--- src/rtl/xlt_pkg.sv ---
package xlt_pkg;
  localparam int VA_W  = 32;
  localparam int IDX_W = 12;
  localparam int OFF_W = VA_W - IDX_W;
  localparam int BASE_W = VA_W - IDX_W - 2;

  typedef enum logic [1:0] {
    XS_OK    = 2'b00,
    XS_FAULT = 2'b01,
    XS_UNSUP = 2'b10
  } xstat_e;

  typedef enum logic [1:0] {
    ST_IDLE  = 2'b00,
    ST_FETCH = 2'b01,
    ST_WAIT  = 2'b10
  } xstate_e;
endpackage

--- src/rtl/xlt_decode.sv ---
module xlt_decode
  import xlt_pkg::*;
(
  input  logic [VA_W-1:0]  desc,
  output xstat_e           stat,
  output logic [IDX_W-1:0] pbase
);
  logic unused_mid;
  assign unused_mid = ^desc[OFF_W-1:2];
  assign pbase = desc[VA_W-1:OFF_W];

  always_comb begin
    unique case (desc[1:0])
      2'b10:   stat = XS_OK;
      2'b01:   stat = XS_UNSUP;
      default: stat = XS_FAULT;
    endcase
  end
endmodule

--- src/rtl/xlt_cache.sv ---
module xlt_cache #(
  parameter int ENTRIES = 4,
  parameter int TAG_W   = 12,
  parameter int DATA_W  = 12
) (
  input  logic              clk,
  input  logic              rst_n,
  input  logic [TAG_W-1:0]  lk_tag,
  output logic              lk_hit,
  output logic [DATA_W-1:0] lk_data,
  input  logic              fill_en,
  input  logic [TAG_W-1:0]  fill_tag,
  input  logic [DATA_W-1:0] fill_data,
  input  logic              inv_all
);
  localparam int PTR_W = (ENTRIES > 1) ? $clog2(ENTRIES) : 1;

  logic [ENTRIES-1:0] vld_q, vld_d, hit_vec;
  logic [TAG_W-1:0]   tag_q [ENTRIES];
  logic [DATA_W-1:0]  dat_q [ENTRIES];
  logic [PTR_W-1:0]   rr_q, rr_d;
  logic               wr_ok;

  assign wr_ok = fill_en & ~inv_all;

  for (genvar g = 0; g < ENTRIES; g++) begin : g_match
    assign hit_vec[g] = vld_q[g] && (tag_q[g] == lk_tag);
  end

  assign lk_hit = (|hit_vec) & ~inv_all;

  always_comb begin
    lk_data = '0;
    for (int i = 0; i < ENTRIES; i++)
      if (hit_vec[i]) lk_data = lk_data | dat_q[i];
  end

  always_comb begin
    vld_d = vld_q;
    rr_d  = rr_q;
    if (wr_ok) begin
      vld_d[rr_q] = 1'b1;
      rr_d = (rr_q == PTR_W'(ENTRIES - 1)) ? '0 : rr_q + PTR_W'(1);
    end
    if (inv_all) vld_d = '0;
  end

  always_ff @(posedge clk or negedge rst_n) begin
    if (!rst_n) begin
      vld_q <= '0;
      rr_q  <= '0;
    end else begin
      vld_q <= vld_d;
      rr_q  <= rr_d;
    end
  end

  always_ff @(posedge clk) begin
    if (wr_ok) begin
      tag_q[rr_q] <= fill_tag;
      dat_q[rr_q] <= fill_data;
    end
  end

  // No tag may sit in two entries (fills only follow a miss)
  assert_single_match_R8: assert property (@(posedge clk) disable iff (!rst_n)
    $onehot0(hit_vec));

  assert_inv_empties_R9: assert property (@(posedge clk) disable iff (!rst_n)
    inv_all |=> (vld_q == '0));
endmodule

--- src/rtl/sect_xlate.sv ---
module sect_xlate
  import xlt_pkg::*;
#(
  parameter int CACHE_ENTRIES = 4
) (
  input  logic              clk,
  input  logic              rst_n,
  input  logic              req_valid,
  output logic              req_ready,
  input  logic [VA_W-1:0]   req_vaddr,
  input  logic [BASE_W-1:0] tbl_base,
  input  logic [1:0]        walk_dis,
  input  logic              inv_all,
  output logic              rsp_valid,
  output logic [1:0]        rsp_status,
  output logic [VA_W-1:0]   rsp_paddr,
  output logic              mem_req,
  output logic [VA_W-1:0]   mem_addr,
  input  logic              mem_rvalid,
  input  logic [VA_W-1:0]   mem_rdata
);
  xstate_e           st_q, st_d;
  logic [VA_W-1:0]   va_q;
  logic [BASE_W-1:0] base_q;
  logic              rsp_v_d;
  xstat_e            stat_q, stat_d;
  logic [VA_W-1:0]   pa_q, pa_d;
  logic              accept, region_off, lk_hit, fill_en;
  logic [IDX_W-1:0]  lk_pbase, dec_pbase;
  xstat_e            dec_stat;

  assign accept     = (st_q == ST_IDLE) && req_valid;
  assign region_off = walk_dis[req_vaddr[VA_W-1]];

  xlt_cache #(.ENTRIES(CACHE_ENTRIES), .TAG_W(IDX_W), .DATA_W(IDX_W)) u_cache (
    .clk       (clk),
    .rst_n     (rst_n),
    .lk_tag    (req_vaddr[VA_W-1:OFF_W]),
    .lk_hit    (lk_hit),
    .lk_data   (lk_pbase),
    .fill_en   (fill_en),
    .fill_tag  (va_q[VA_W-1:OFF_W]),
    .fill_data (dec_pbase),
    .inv_all   (inv_all)
  );

  xlt_decode u_dec (
    .desc  (mem_rdata),
    .stat  (dec_stat),
    .pbase (dec_pbase)
  );

  always_comb begin
    st_d    = st_q;
    rsp_v_d = 1'b0;
    stat_d  = stat_q;
    pa_d    = pa_q;
    fill_en = 1'b0;
    unique case (st_q)
      ST_IDLE: begin
        if (accept) begin
          if (lk_hit) begin
            rsp_v_d = 1'b1;
            stat_d  = XS_OK;
            pa_d    = {lk_pbase, req_vaddr[OFF_W-1:0]};
          end else if (region_off) begin
            rsp_v_d = 1'b1;
            stat_d  = XS_FAULT;
            pa_d    = '0;
          end else begin
            st_d = ST_FETCH;
          end
        end
      end
      ST_FETCH: st_d = ST_WAIT;
      ST_WAIT: begin
        if (mem_rvalid) begin
          rsp_v_d = 1'b1;
          stat_d  = dec_stat;
          pa_d    = (dec_stat == XS_OK) ? {dec_pbase, va_q[OFF_W-1:0]} : '0;
          fill_en = (dec_stat == XS_OK);
          st_d    = ST_IDLE;
        end
      end
      default: st_d = ST_IDLE;
    endcase
  end

  always_ff @(posedge clk or negedge rst_n) begin
    if (!rst_n) begin
      st_q      <= ST_IDLE;
      rsp_valid <= 1'b0;
    end else begin
      st_q      <= st_d;
      rsp_valid <= rsp_v_d;
    end
  end

  always_ff @(posedge clk) begin
    if (accept) begin
      va_q   <= req_vaddr;
      base_q <= tbl_base;
    end
    if (rsp_v_d) begin
      stat_q <= stat_d;
      pa_q   <= pa_d;
    end
  end

  assign req_ready  = (st_q == ST_IDLE);
  assign mem_req    = (st_q == ST_FETCH);
  assign mem_addr   = {base_q, va_q[VA_W-1:OFF_W], 2'b00};
  assign rsp_status = stat_q;
  assign rsp_paddr  = pa_q;

  assert_offset_passes_R3: assert property (@(posedge clk) disable iff (!rst_n)
    (rsp_valid && rsp_status == XS_OK) |-> (rsp_paddr[OFF_W-1:0] == va_q[OFF_W-1:0]));

  assert_fault_zero_pa_R4: assert property (@(posedge clk) disable iff (!rst_n)
    (rsp_valid && rsp_status != XS_OK) |-> (rsp_paddr == '0));

  assert_miss_fetches_R2: assert property (@(posedge clk) disable iff (!rst_n)
    (accept && !lk_hit && !region_off) |=> (mem_req && !rsp_valid));

  assert_disabled_faults_R6: assert property (@(posedge clk) disable iff (!rst_n)
    (accept && !lk_hit && region_off) |=> (rsp_valid && rsp_status == XS_FAULT && !mem_req));

  assert_no_early_rsp_R10: assert property (@(posedge clk) disable iff (!rst_n)
    mem_req |=> (!rsp_valid && !req_ready));
endmodule

--- config.mk ---
export PLATFORM = sky130hd
export DESIGN_NAME = sect_xlate
export DESIGN_NICKNAME = d
export VERILOG_FILES = /design/src/rtl/xlt_pkg.sv /design/src/rtl/xlt_decode.sv /design/src/rtl/xlt_cache.sv /design/src/rtl/sect_xlate.sv
export SDC_FILE = /design/constraint.sdc
export NUM_CORES = 1
export LEC_CHECK = 0
export BUFFER_PORTS_ARGS = -buffer_cell sky130_fd_sc_hd__clkbuf_2
export CORE_AREA = 2 2 141 143
export CTS_CLUSTER_SIZE = 25
export DETAILED_ROUTE_END_ITERATION = 12
export DIE_AREA = 0 0 143 145
export GPL_ROUTABILITY_DRIVEN = 1
export PLACE_DENSITY_LB_ADDON = 0.05
export SETUP_SLACK_MARGIN = 0.4
export SYNTH_ARGS = -nofsm -noshare
export SYNTH_HDL_FRONTEND = slang
export SYNTH_HIERARCHICAL = 1
export SYNTH_SLANG_ARGS = --single-unit
--- constraint.sdc ---
create_clock -name clk -period 6 [get_ports clk]
set_input_delay 0.3 -clock clk [delete_from_list [all_inputs] [get_ports clk]]
set_output_delay 0.3 -clock clk [all_outputs]
set_load 0.02 [all_outputs]
==> impl_metrics.yaml <==
synthesis:
  synth-seq-area-share_pct: 74.6
  area_of_the_mapped_netlist_sq_mm: 0.00754
  postSynthRegisterBits: 189
  async_reset_ff_share_pct: 4.76
  yosys_warnings: 6
  dominantRegCellSynth: "sky130_fd_sc_hd__edfxtp_1"
  yosysTopAreaCell: "sky130_fd_sc_hd__edfxtp_1"
  postSynthCellCount: 422
  synth_top_area_share_pct: 71.7
  number_of_enable_flip_flop_cells_after_synthesis: 180
  synth.lib_cells_used.distinct: 36
  synthTopCellsByArea: "sky130_fd_sc_hd__edfxtp_1, sky130_fd_sc_hd__xnor2_1, sky130_fd_sc_hd__a32o_1"
  syn-mean-instance-area_sq_um: 17.9
floorplanning:
  starting_density_pct: 39.3
  rows: 51
  die_y_microns: 145
  chipWidth_microns: 143
  io_pins: 158
  core-area_sq_mm: 0.0192
  die_area_sq_mm: 0.0207
timing:
  fin_hold_ws_ns: 0.0448
  finalClockSkew_ns: 0.0121
  finalCritPeriodShare_pct: 62.9
  final-setup-viol-count: 0
  timing_max_transition_violations_final: 0
  finalCriticalPeriod_ns: 3.78
  hold_viol_final: 0
  tns_ns: 0
  grt_setup_unrepaired: "no"
  tightest_slew_ns: 1.02
  slew-limit-headroom_pct: 31.5
  max_freq_mhz: 265
setup_path:
  crit_chain: "xnor2_1 > nand4_1 > nor4_4 > nor4_1 > nor2_2 > buf_4 > or4bb_1 > o211ai_1 > buf_4"
  cp.arrival_ns: 3.86
  crit_top_cell: "sky130_fd_sc_hd__buf_4"
  slowest_stage: "sky130_fd_sc_hd__nor4_4"
  crit_end_category: "flip-flop"
  cp_num_buf_inv: 2
  worstPathMaxFanout: 35
  critical_path.max_stage_delay_ns: 0.85
  cp-start-kind: "flip-flop"
  criticalPathCategory: "flip-flop to flip-flop"
  critPathTopFamily: "simple AND/OR/NAND/NOR gates"
  timing.critical_path.required_ns: 6.09
global_routing:
  first_global_vias: 4368
  global_route_wire_length_before_repair_microns: 24800
  grtUsageTotal_pct: 16.1
  antenna_found_initial: 1
  grt_max_degree: 37
  overflow: 0
cts:
  clock_sinks: 189
  path_clk_slew_ns: 0.07
  cts.htree.levels: 4
  cts_inserted_buffers: 17
  insertion_delay_ns: 0.43
  clk_path_buf_depth: 2
  cts_tree: "done"
  ctsResizeCount: 0
  clock-root-buffer: "sky130_fd_sc_hd__clkbuf_16"
power:
  design_power_total_mw: 3.01
  irDropWorstVdd_v: 0.000193
  total_leakage_power_nw: 3.24
  power.density_cell_area_mw_per_mm2: 341
final_layout:
  synthToLayoutAreaGrowth_pct: 16.7
  layout-drive-gt1-share_pct: 35.8
  nets: 629
route:
  ratio_of_routed_vias_to_standard_cells: 4.91
  vias: 4000
  drtAntennaViolNets: 0
  drt_first_pass_iters: 6
  drc: 0
  drt-initial-drc-count: 239
  drt-wirelength-per-cell_microns: 19.5
  overall_routed_net_length_microns: 15900
run_status:
  outcome: "completed"
placed_design:
  buffer_ports.inserted: 137
  gp_routability_congestion: 0.726
  dp_hpwl_microns: 9930
hold_path:
  worstHoldPathType: "input port to flip-flop"
flow_run:
  cap_viol_max_count: 0
## cell families (layout without fill, tap and decap cells)
| logic type | Yosys count | count (layout) | share of synthesized area [%] |
|---|---|---|---|
| multiplexers | 1 | 1 | 0.133 |
| flip-flops | 189 | 189 | 74.6 |
| buffers and inverters | 59 | 184 | 6.12 |
| other | 1 | 3 | 0.0497 |
| XOR/XNOR | 48 | 48 | 5.77 |
| AO/OA/AOI/OAI | 66 | 66 | 7.60 |
| adder cells (fa/ha/maj) | 5 | 5 | 0.829 |
| AND/OR/NAND/NOR | 53 | 53 | 4.86 |
## routing by layer
metal  global-route usage, %  vias to the layer above  wire [microns]  share of wire, %
li1                        -                     1833               -                 -
met1                    21.4                     2017            7100                45
met2                    24.3                      135            7270                46
met3                    6.11                       15            1320               8.3
met4                    5.20                        0             186               1.2
met5                       0                        -               0                 0
## timing repair
item,4_1_cts,5_1_grt
hold endpoints to repair,9,0
hold buffers,1,0
buffers inserted,0,0
## synth_stat cells, drive strengths merged (4+ instances only)
cell type,n
edfxtp,180
nand2,18
nor2,4
a22oi,24
nand4,8
dfrtp,9
inv,6
nor4,5
a21o,4
nand3,4
clkbuf,4
xnor2,48
buf,49
a32o,32
ha,5
and2,5
## state kept, by name, indices dropped and copies added (netlist names), 2 cells and up
signal	flops
st_q	2
u_cache/tag_q	48
va_q	32
rsp_paddr	32
base_q	18
u_cache/dat_q	48
rsp_status	2
u_cache/vld_q	4
u_cache/rr_q	2
## report_power, final
group | leakage [nW] | total, mW | switching [mW] | internal, mW
Clock | 0.287 | 1.14 | 0.514 | 0.627
Sequential | 1.78 | 1.58 | 0.0355 | 1.54
Combinational | 1.17 | 0.287 | 0.198 | 0.0895
## layout by cell type (no fill, tap or decap), types with 9 or more instances in the layout
cell type / count
sky130_fd_sc_hd__dfrtp_1: 9
sky130_fd_sc_hd__edfxtp_1: 180
sky130_fd_sc_hd__nand2_1: 18
sky130_fd_sc_hd__a22oi_1: 24
sky130_fd_sc_hd__clkbuf_2: 137
sky130_fd_sc_hd__a32o_1: 28
sky130_fd_sc_hd__xnor2_1: 46
sky130_fd_sc_hd__clkbuf_16: 17
## final cells by class
class | count | area, sq um
clock buffers | 17 | 425
well taps | 265 | 332
fillers | 1740 | 10400
multi-input cells | 175 | 1460
diodes | 1 | 2.50
inverters | 6 | 22.5
flip-flops and latches | 189 | 5630
repair buffers | 146 | 756
clock inverters | 15 | 171
## path summary, 6_finish.rpt
check	startpoint	endpoint	slack [ns]	depth (start not counted)
setup / recovery	u_cache/tag_q[1][4]	rsp_paddr[23]	2.22	9
hold / removal	tbl_base[0]	base_q[0]	0.04	1
setup reg to reg	u_cache/tag_q[1][4]	rsp_paddr[23]	2.22	9
hold reg to reg	u_cache/vld_q[0]	u_cache/vld_q[0]	0.48	1
max in group asynchronous	rst_n	u_cache/vld_q[2]	5.50	2
min in group asynchronous	rst_n	st_q[1]	0.28	2
## per-stage QoR
stage	util (%)	area (sq um)	cells	worst slack, ns
after CTS	45.8	8800	813	2.14
after detailed placement	42.7	8190	780	2.06
after global routing	45.8	8800	813	1.95
final	45.8	8800	814	2.22
after floorplan	-	7550	423	2.69
after global placement	42.7	8190	780	2.11
Note: power is estimated with default switching activity, not from simulation.
